### config.mk
export PLATFORM = sky130hd
export DESIGN_NAME = sar_readout_ctrl
export DESIGN_NICKNAME = d
export VERILOG_FILES = /design/src/rtl/sar_rd_pkg.sv /design/src/rtl/sar_busy_sync.sv /design/src/rtl/sar_cycle_counter.sv /design/src/rtl/sar_word_assembler.sv /design/src/rtl/sar_readout_ctrl.sv
export SDC_FILE = /design/constraint.sdc
export NUM_CORES = 1
export LEC_CHECK = 0
export ABC_AREA = 1
export BUFFER_PORTS_ARGS = -buffer_cell sky130_fd_sc_hd__buf_2
export CAP_MARGIN = 20
export CORE_MARGIN = 3
export CORE_UTILIZATION = 34
export DETAILED_ROUTE_END_ITERATION = 8
export PLACE_DENSITY_LB_ADDON = 0.1
export SLEW_MARGIN = 40
export SYNTH_ARGS = -nofsm -noshare
export SYNTH_HDL_FRONTEND = slang
export SYNTH_SLANG_ARGS = --single-unit
### constraint.sdc
create_clock -name clk -period 4.4 [get_ports clk]
set_clock_uncertainty 0.15 [all_clocks]
set_input_delay 0.22 -clock clk [delete_from_list [all_inputs] [get_ports clk]]
set_output_delay 0.22 -clock clk [all_outputs]
set_load 0.01 [all_outputs]
### src/rtl/sar_rd_pkg.sv
package sar_rd_pkg;

  typedef enum logic [2:0] {
    S_IDLE,
    S_SETUP,
    S_START,
    S_WAIT,
    S_RD_LO,
    S_RD_HI,
    S_DONE,
    S_ACQ
  } rd_state_t;

  // nanoseconds to whole clock cycles, rounded up, never below one
  function automatic int unsigned ns_to_cyc(input int unsigned ns, input int unsigned clk_ps);
    int unsigned t;
    t = (ns * 1000 + clk_ps - 1) / clk_ps;
    return (t == 0) ? 1 : t;
  endfunction

  function automatic int unsigned max2(input int unsigned a, input int unsigned b);
    return (a > b) ? a : b;
  endfunction

endpackage

### src/rtl/sar_busy_sync.sv
module sar_busy_sync #(
  parameter int unsigned STAGES = 2
) (
  input  logic clk,
  input  logic rst_n,
  input  logic async_i,
  output logic sync_o
);
  logic [STAGES-1:0] chain_q;

  generate
    if (STAGES == 1) begin : g_one
      always_ff @(posedge clk or negedge rst_n) begin
        if (!rst_n) chain_q <= '0;
        else        chain_q <= async_i;
      end
    end else begin : g_many
      always_ff @(posedge clk or negedge rst_n) begin
        if (!rst_n) chain_q <= '0;
        else        chain_q <= {chain_q[STAGES-2:0], async_i};
      end
    end
  endgenerate

  assign sync_o = chain_q[STAGES-1];
endmodule

### src/rtl/sar_cycle_counter.sv
module sar_cycle_counter #(
  parameter int unsigned W = 8
) (
  input  logic         clk,
  input  logic         rst_n,
  input  logic         clr_i,
  output logic [W-1:0] cnt_o
);
  logic [W-1:0] cnt_q;
  logic         at_top;

  assign at_top = &cnt_q;

  always_ff @(posedge clk or negedge rst_n) begin
    if (!rst_n)       cnt_q <= '0;
    else if (clr_i)   cnt_q <= '0;
    else if (!at_top) cnt_q <= cnt_q + 1'b1;
  end

  assign cnt_o = cnt_q;
endmodule

### src/rtl/sar_word_assembler.sv
module sar_word_assembler #(
  parameter int unsigned DATA_W = 16
) (
  input  logic              clk,
  input  logic              rst_n,
  input  logic              cap_i,
  input  logic              split_i,
  input  logic              lower_i,
  input  logic [DATA_W-1:0] bus_i,
  output logic [DATA_W-1:0] word_o
);
  localparam int unsigned HALF = DATA_W / 2;

  logic [HALF-1:0]   upper_q;
  logic [DATA_W-1:0] word_q;

  always_ff @(posedge clk or negedge rst_n) begin
    if (!rst_n) begin
      upper_q <= '0;
      word_q  <= '0;
    end else if (cap_i) begin
      if (split_i && !lower_i) upper_q <= bus_i[DATA_W-1 -: HALF];
      else if (split_i)        word_q  <= {upper_q, bus_i[DATA_W-1 -: HALF]};
      else                     word_q  <= bus_i;
    end
  end

  assign word_o = word_q;
endmodule

### src/rtl/sar_readout_ctrl.sv
module sar_readout_ctrl
  import sar_rd_pkg::*;
#(
  parameter int unsigned DATA_W       = 16,
  parameter int unsigned CLK_PS       = 4000,
  parameter int unsigned CONVST_LO_NS = 20,
  parameter int unsigned CONVST_HI_NS = 20,
  parameter int unsigned ABORT_NS     = 60,
  parameter int unsigned RD_LO_NS     = 50,
  parameter int unsigned RD_HI_NS     = 20,
  parameter int unsigned ACQ_NS       = 150,
  parameter int unsigned TIMEOUT_CYC  = 512,
  parameter int unsigned SYNC_STAGES  = 2
) (
  input  logic              clk,
  input  logic              rst_n,
  input  logic              sample_req_i,
  input  logic              byte_mode_i,
  input  logic              abort_i,
  input  logic              adc_busy_i,
  input  logic [DATA_W-1:0] adc_data_i,
  output logic              adc_convst_n_o,
  output logic              adc_cs_n_o,
  output logic              adc_rd_n_o,
  output logic              adc_byte_o,
  output logic              smp_valid_o,
  output logic [DATA_W-1:0] smp_data_o,
  output logic              timeout_o
);

  localparam int unsigned LO_CYC   = ns_to_cyc(CONVST_LO_NS, CLK_PS);
  localparam int unsigned HI_CYC   = ns_to_cyc(CONVST_HI_NS, CLK_PS);
  localparam int unsigned AB_CYC   = ns_to_cyc(ABORT_NS, CLK_PS);
  localparam int unsigned RDL_CYC  = ns_to_cyc(RD_LO_NS, CLK_PS);
  localparam int unsigned RDH_CYC  = ns_to_cyc(RD_HI_NS, CLK_PS);
  localparam int unsigned ACQ_CYC  = ns_to_cyc(ACQ_NS, CLK_PS);
  localparam int unsigned PH_MAX   = max2(max2(LO_CYC, RDL_CYC), max2(RDH_CYC, ACQ_CYC));
  localparam int unsigned PH_W     = $clog2(PH_MAX + 1) + 1;
  localparam int unsigned WD_W     = $clog2(max2(TIMEOUT_CYC, max2(AB_CYC, LO_CYC)) + 1) + 1;
  localparam int unsigned HI_W     = $clog2(HI_CYC + 1) + 1;

  rd_state_t state_q, state_d;

  // named internal events
  logic            busy_s;
  logic            state_chg;
  logic            enter_start;
  logic            phase_end;
  logic            hi_ok;
  logic            abort_ok;
  logic            conv_done;
  logic            wd_expired;
  logic            take_req;
  logic            cap_en;
  logic [PH_W-1:0] phase_cnt;
  logic [WD_W-1:0] wd_cnt;
  logic [HI_W-1:0] hi_cnt;

  logic pend_q;
  logic seen_busy_q;
  logic split_q;
  logic lower_q;
  logic convst_n_q, cs_n_q, rd_n_q, valid_q, timeout_q;

  sar_busy_sync #(.STAGES(SYNC_STAGES)) u_sync (
    .clk     (clk),
    .rst_n   (rst_n),
    .async_i (adc_busy_i),
    .sync_o  (busy_s)
  );

  assign state_chg   = (state_d != state_q);
  assign enter_start = (state_d == S_START) && (state_q != S_START);

  sar_cycle_counter #(.W(PH_W)) u_phase (
    .clk   (clk),
    .rst_n (rst_n),
    .clr_i (state_chg),
    .cnt_o (phase_cnt)
  );

  sar_cycle_counter #(.W(WD_W)) u_watch (
    .clk   (clk),
    .rst_n (rst_n),
    .clr_i (enter_start),
    .cnt_o (wd_cnt)
  );

  sar_cycle_counter #(.W(HI_W)) u_high (
    .clk   (clk),
    .rst_n (rst_n),
    .clr_i (!convst_n_q),
    .cnt_o (hi_cnt)
  );

  always_comb begin
    unique case (state_q)
      S_START: phase_end = (phase_cnt == PH_W'(LO_CYC - 1));
      S_RD_LO: phase_end = (phase_cnt == PH_W'(RDL_CYC - 1));
      S_RD_HI: phase_end = (phase_cnt == PH_W'(RDH_CYC - 1));
      S_ACQ:   phase_end = (phase_cnt == PH_W'(ACQ_CYC - 1));
      default: phase_end = 1'b1;
    endcase
  end

  assign hi_ok      = (hi_cnt >= HI_W'(HI_CYC - 1));
  assign wd_expired = (state_q == S_WAIT) && (wd_cnt >= WD_W'(TIMEOUT_CYC));
  assign conv_done  = (state_q == S_WAIT) && seen_busy_q && !busy_s;
  assign abort_ok   = (state_q == S_WAIT) && abort_i && busy_s && hi_ok &&
                      (wd_cnt >= WD_W'(AB_CYC));
  assign take_req   = (state_q == S_IDLE) && pend_q;
  assign cap_en     = (state_q == S_RD_LO) && phase_end;

  always_comb begin
    state_d = state_q;
    unique case (state_q)
      S_IDLE:  if (pend_q) state_d = S_SETUP;
      S_SETUP: if (hi_ok) state_d = S_START;
      S_START: if (phase_end) state_d = S_WAIT;
      S_WAIT: begin
        if (wd_expired)     state_d = S_IDLE;
        else if (conv_done) state_d = S_RD_LO;
        else if (abort_ok)  state_d = S_START;
      end
      S_RD_LO: if (phase_end) state_d = (split_q && !lower_q) ? S_RD_HI : S_DONE;
      S_RD_HI: if (phase_end) state_d = S_RD_LO;
      S_DONE:  state_d = S_ACQ;
      S_ACQ:   if (phase_end) state_d = S_IDLE;
      default: state_d = S_IDLE;
    endcase
  end

  always_ff @(posedge clk or negedge rst_n) begin
    if (!rst_n) begin
      state_q     <= S_IDLE;
      pend_q      <= 1'b0;
      seen_busy_q <= 1'b0;
      split_q     <= 1'b0;
      lower_q     <= 1'b0;
      convst_n_q  <= 1'b1;
      cs_n_q      <= 1'b1;
      rd_n_q      <= 1'b1;
      valid_q     <= 1'b0;
      timeout_q   <= 1'b0;
    end else begin
      state_q <= state_d;
      pend_q  <= (pend_q && !take_req) || sample_req_i;

      if (enter_start)                        seen_busy_q <= 1'b0;
      else if ((state_q == S_WAIT) && busy_s) seen_busy_q <= 1'b1;

      if (state_q == S_IDLE) split_q <= byte_mode_i;

      if (state_d == S_RD_HI)                               lower_q <= 1'b1;
      else if ((state_d == S_DONE) || (state_d == S_IDLE)) lower_q <= 1'b0;

      convst_n_q <= (state_d != S_START);
      cs_n_q     <= (state_d == S_IDLE) || (state_d == S_DONE) || (state_d == S_ACQ);
      rd_n_q     <= (state_d != S_RD_LO);
      valid_q    <= (state_d == S_DONE);
      timeout_q  <= wd_expired;
    end
  end

  sar_word_assembler #(.DATA_W(DATA_W)) u_asm (
    .clk     (clk),
    .rst_n   (rst_n),
    .cap_i   (cap_en),
    .split_i (split_q),
    .lower_i (lower_q),
    .bus_i   (adc_data_i),
    .word_o  (smp_data_o)
  );

  assign adc_convst_n_o = convst_n_q;
  assign adc_cs_n_o     = cs_n_q;
  assign adc_rd_n_o     = rd_n_q;
  assign adc_byte_o     = lower_q;
  assign smp_valid_o    = valid_q;
  assign timeout_o      = timeout_q;

  // chip select leads the start edge, read only inside chip select
  p_cs_before_start_r3: assert property (@(posedge clk) disable iff (!rst_n)
    $fell(adc_convst_n_o) |-> !$past(adc_cs_n_o));

  p_rd_inside_cs_r3: assert property (@(posedge clk) disable iff (!rst_n)
    !adc_rd_n_o |-> !adc_cs_n_o);

  // the start pulse has run its minimum width by the watchdog's count
  p_convst_low_width_r4: assert property (@(posedge clk) disable iff (!rst_n)
    $rose(adc_convst_n_o) |-> ($past(wd_cnt) >= WD_W'(LO_CYC - 1)));

  // reading starts only after synchronized busy was seen low
  p_rd_after_busy_r5: assert property (@(posedge clk) disable iff (!rst_n)
    $fell(adc_rd_n_o) |-> !$past(busy_s));

  // valid is a single-cycle pulse
  p_valid_pulse_r6: assert property (@(posedge clk) disable iff (!rst_n)
    smp_valid_o |=> !smp_valid_o);

  p_word_select_low_r6: assert property (@(posedge clk) disable iff (!rst_n)
    (!split_q && !adc_rd_n_o) |-> !adc_byte_o);

  // the half select never changes while a read is in progress
  p_byte_stable_in_read_r7: assert property (@(posedge clk) disable iff (!rst_n)
    (!adc_rd_n_o && !$past(adc_rd_n_o)) |-> $stable(adc_byte_o));

  // timeout leaves the converter deselected with no sample
  p_timeout_idle_r10: assert property (@(posedge clk) disable iff (!rst_n)
    timeout_o |-> (adc_cs_n_o && !smp_valid_o));

endmodule

==> run metrics <==
outcome=complete, no violations; vias post-DR=2502; row count=34; Core Area=about 0.009 mm^2; ys flop type=dfrtp_1; H-Tree Depth=3; cell taking the most area after synthesis=dfrtp_1; area grow syn2layout=19.17%; Synth Instances=382; CTS root buffer=clkbuf_8; CTS buffer count=9; Hold/Removal Path Class=primary input to flip-flop; cell area power density=a little over 600 mW/mm^2; antenna-violating nets left=0; CTS-repair resized insts=0; period utilization=50.99%; Die Footprint=0.01042 mm^2; cell count after placement=523; critical path arrival=2.35 ns; commonest non-fill, non-tap cell in the layout=nand2_1; final setup vio count=0; drt initial violations=48; total I/O pin count=44; GRT Total Usage=between 10% and 20%; critical path type=flip-flop to flip-flop; HPWL after detailed placement=~4500 um; clk sink count=60; Relative slew margins=45.35%; fraction of layout cells with a size suffix above 1=22.20%; number of enable flip-flop cells after synthesis=0; Cell Count, Final, Fillers Out=roughly 550; Reg clk slew, reported paths=roughly 0.060 ns; Routed WL per cell=11.78 um; CP endpoint kind=flip-flop; # nets final=458; setup bufs post-CTS=0; I/O Buffers=43; Worst Setup Start Kind=flip-flop; CTS Buffer Depth=2; worst-path fanout max=18; Die Ht=102.1 um; Worst EP required=4.50 ns; 1st-pass router iterations=4; GR Overflow Total=0; largest net degree at the start of global routing=around 60; delay of the slowest cell on the worst path=roughly 0.80 ns; Synth cell types=40; maxcap violations=0; vias in the first global route=about 2.3k; maximum vdd drop=236.0 uV; RSZ-0062 raised after global routing=no; chip width=102.1 um; # DRC=0; CP max-delay cell=dfrtp_1; most frequent CP cell=nand2_1; first-pass GRT wire length=10820 um; top cell type's share of synthesized area=45.44%; #FFs+latches synth=60; CTS tree=done; YS warnings=0; register area share after synthesis=approximately 48%; setup_tns=0 ns; ys async rst share=100.0%; max-slew violation count=0; Worst Tran Pin Value=just over 0.8 ns; Via density=~4.6; Hold Buf Count CTS=6; Post-Syn Nets=408; ranking of synthesized cells by area=dfrtp_1 45%, nand2_1 11%, o21ai_0 6.7%; min Tclk post-route=2.244 ns; # fillers=924; clk_lat worst skew=~0.33 ns; synthesized area per cell=8.218 um^2; fmax=445.7 MHz; Routed WL=6422 um; synthesized area=0.003139 mm^2; Leak Pwr=around 2.0 nW; Initial Util=35.48%; most frequent cells in the layout=91 x nand2_1, 57 x dfrtp_1, 55 x inv_1; initial antenna violation count=0; Placer Congestion=0.8039; Ant. Diodes=0; cells along the critical path=nand2_1 > nor2_1 > o211ai_1 > nand3_2 > nand2_1 > nand2_1 > nand3_2 > nor2_1; final hold violations=0
==> worst max-delay path: cells and delay by family (launching register included) <==
kind	cells	cell delay, ns
compound gates	1	0.14
flops	1	0.80
simple gates	7	1.07
==> cell usage after synthesis, types with 4 or more instances <==
library cell  instances
nor2_1               29
xor2_1                6
nand3_1              24
inv_2                 8
inv_1                55
o21ai_0              42
dfrtp_1              57
buf_2                 4
nand2_1              92
a21oi_1               4
mux2i_1               6
nand2_2               7
ha_1                  4
==> state kept, by name, summed over array words and instances, names as in the netlist <==
name / count
adc_byte_o: 1
adc_convst_n_o: 1
adc_cs_n_o: 1
adc_rd_n_o: 1
pend_q: 1
seen_busy_q: 1
smp_valid_o: 1
split_q: 1
state_q: 3
timeout_o: 1
u_asm.upper_q: 8
u_asm.word_o: 16
u_high.cnt_o: 4
u_phase.cnt_o: 7
u_sync.chain_q: 2
u_watch.cnt_o: 11
==> worst paths after layout <==
| kind | start | slack (ns) | depth (start not counted) | to |
|---|---|---|---|---|
| worst max-delay path | split_q$_DFFE_PN0P_ | 2.16 | 8 | u_phase.cnt_o[3]$_DFFE_PN0P_ |
| worst min-delay path | adc_data_i[15] | 0.02 | 2 | u_asm.upper_q[7]$_DFFE_PN0P_ |
| worst max register to register | split_q$_DFFE_PN0P_ | 2.16 | 8 | u_phase.cnt_o[3]$_DFFE_PN0P_ |
| worst min register to register | u_sync.chain_q[0]$_DFF_PN0_ | 0.21 | 0 | u_sync.chain_q[1]$_DFF_PN0_ |
| max in group asynchronous | rst_n | 3.38 | 3 | u_watch.cnt_o[2]$_DFFE_PN0P_ |
| min in group asynchronous | rst_n | 0.35 | 3 | u_phase.cnt_o[1]$_DFFE_PN0P_ |
==> power breakdown <==
| part | total, W | leakage (nW) | internal, W | switching (W) |
|---|---|---|---|---|
| sequential | 0.000842 | 0.661 | 0.000697 | 0.000145 |
| clock | 0.000619 | 0.127 | 0.000407 | 0.000212 |
| combinational | 0.000830 | 1.17 | 0.000308 | 0.000522 |
| total | 0.00229 | 1.96 | 0.00141 | 0.000880 |
==> cells by family (layout without fill, tap and decap cells) <==
kind of cell / after synthesis / in the layout / share of synthesized area [%]
xor gates and xnor gates: 6 / 6 / 1.674
DFF: 60 / 60 / 47.95
AOI/OAI and AO/OA: 58 / 58 / 10.24
muxes: 9 / 9 / 2.989
adders and majority gates: 4 / 4 / 1.594
buffers and inverters: 76 / 131 / 10.32
and+or+nand+nor: 169 / 169 / 25.23
==> metrics by stage <==
| stage | hold slack (ns) | area, um^2 | setup WS [ns] | utilization [%] | power, W |
|---|---|---|---|---|---|
| 2_1_floorplan | -0.2256 | 3139 | 2.567 | - | 0.001501 |
| 3_3_place_gp | 0.1783 | 3425 | 2.145 | 38.70 | 0.001682 |
| 5_1_grt | 0.001886 | 3741 | 1.959 | 42.28 | 0.002496 |
| 6_report | 0.02040 | 3741 | 2.156 | 42.28 | 0.002291 |
| 4_1_cts | 0.003352 | 3735 | 2.033 | 42.21 | 0.002328 |
| 3_5_place_dp | 0.1971 | 3425 | 2.037 | 38.70 | 0.001687 |
==> metal layers <==
| layer | global-route usage (%) | up-vias | wire length, um |
|---|---|---|---|
| li1 | - | 1298 | - |
| met1 | 17.68 | 1148 | 3129 |
| met2 | 20.89 | 49 | 2931 |
| met3 | 4.505 | 7 | 283 |
| met4 | 4.238 | 0 | 78 |
| met5 | 0 | - | 0 |
==> layout make-up <==
type	count	area, um^2	share of cell area, %
tap	108	135.1	3.612
clock inverter	4	95.09	2.542
timing repair buffer	50	286.5	7.659
sequential	60	1505	40.23
clock buffer	12	155.1	4.147
multi-input combinational	246	1313	35.08
inverter	65	251.5	6.722
(Power assumes the default switching activity.)
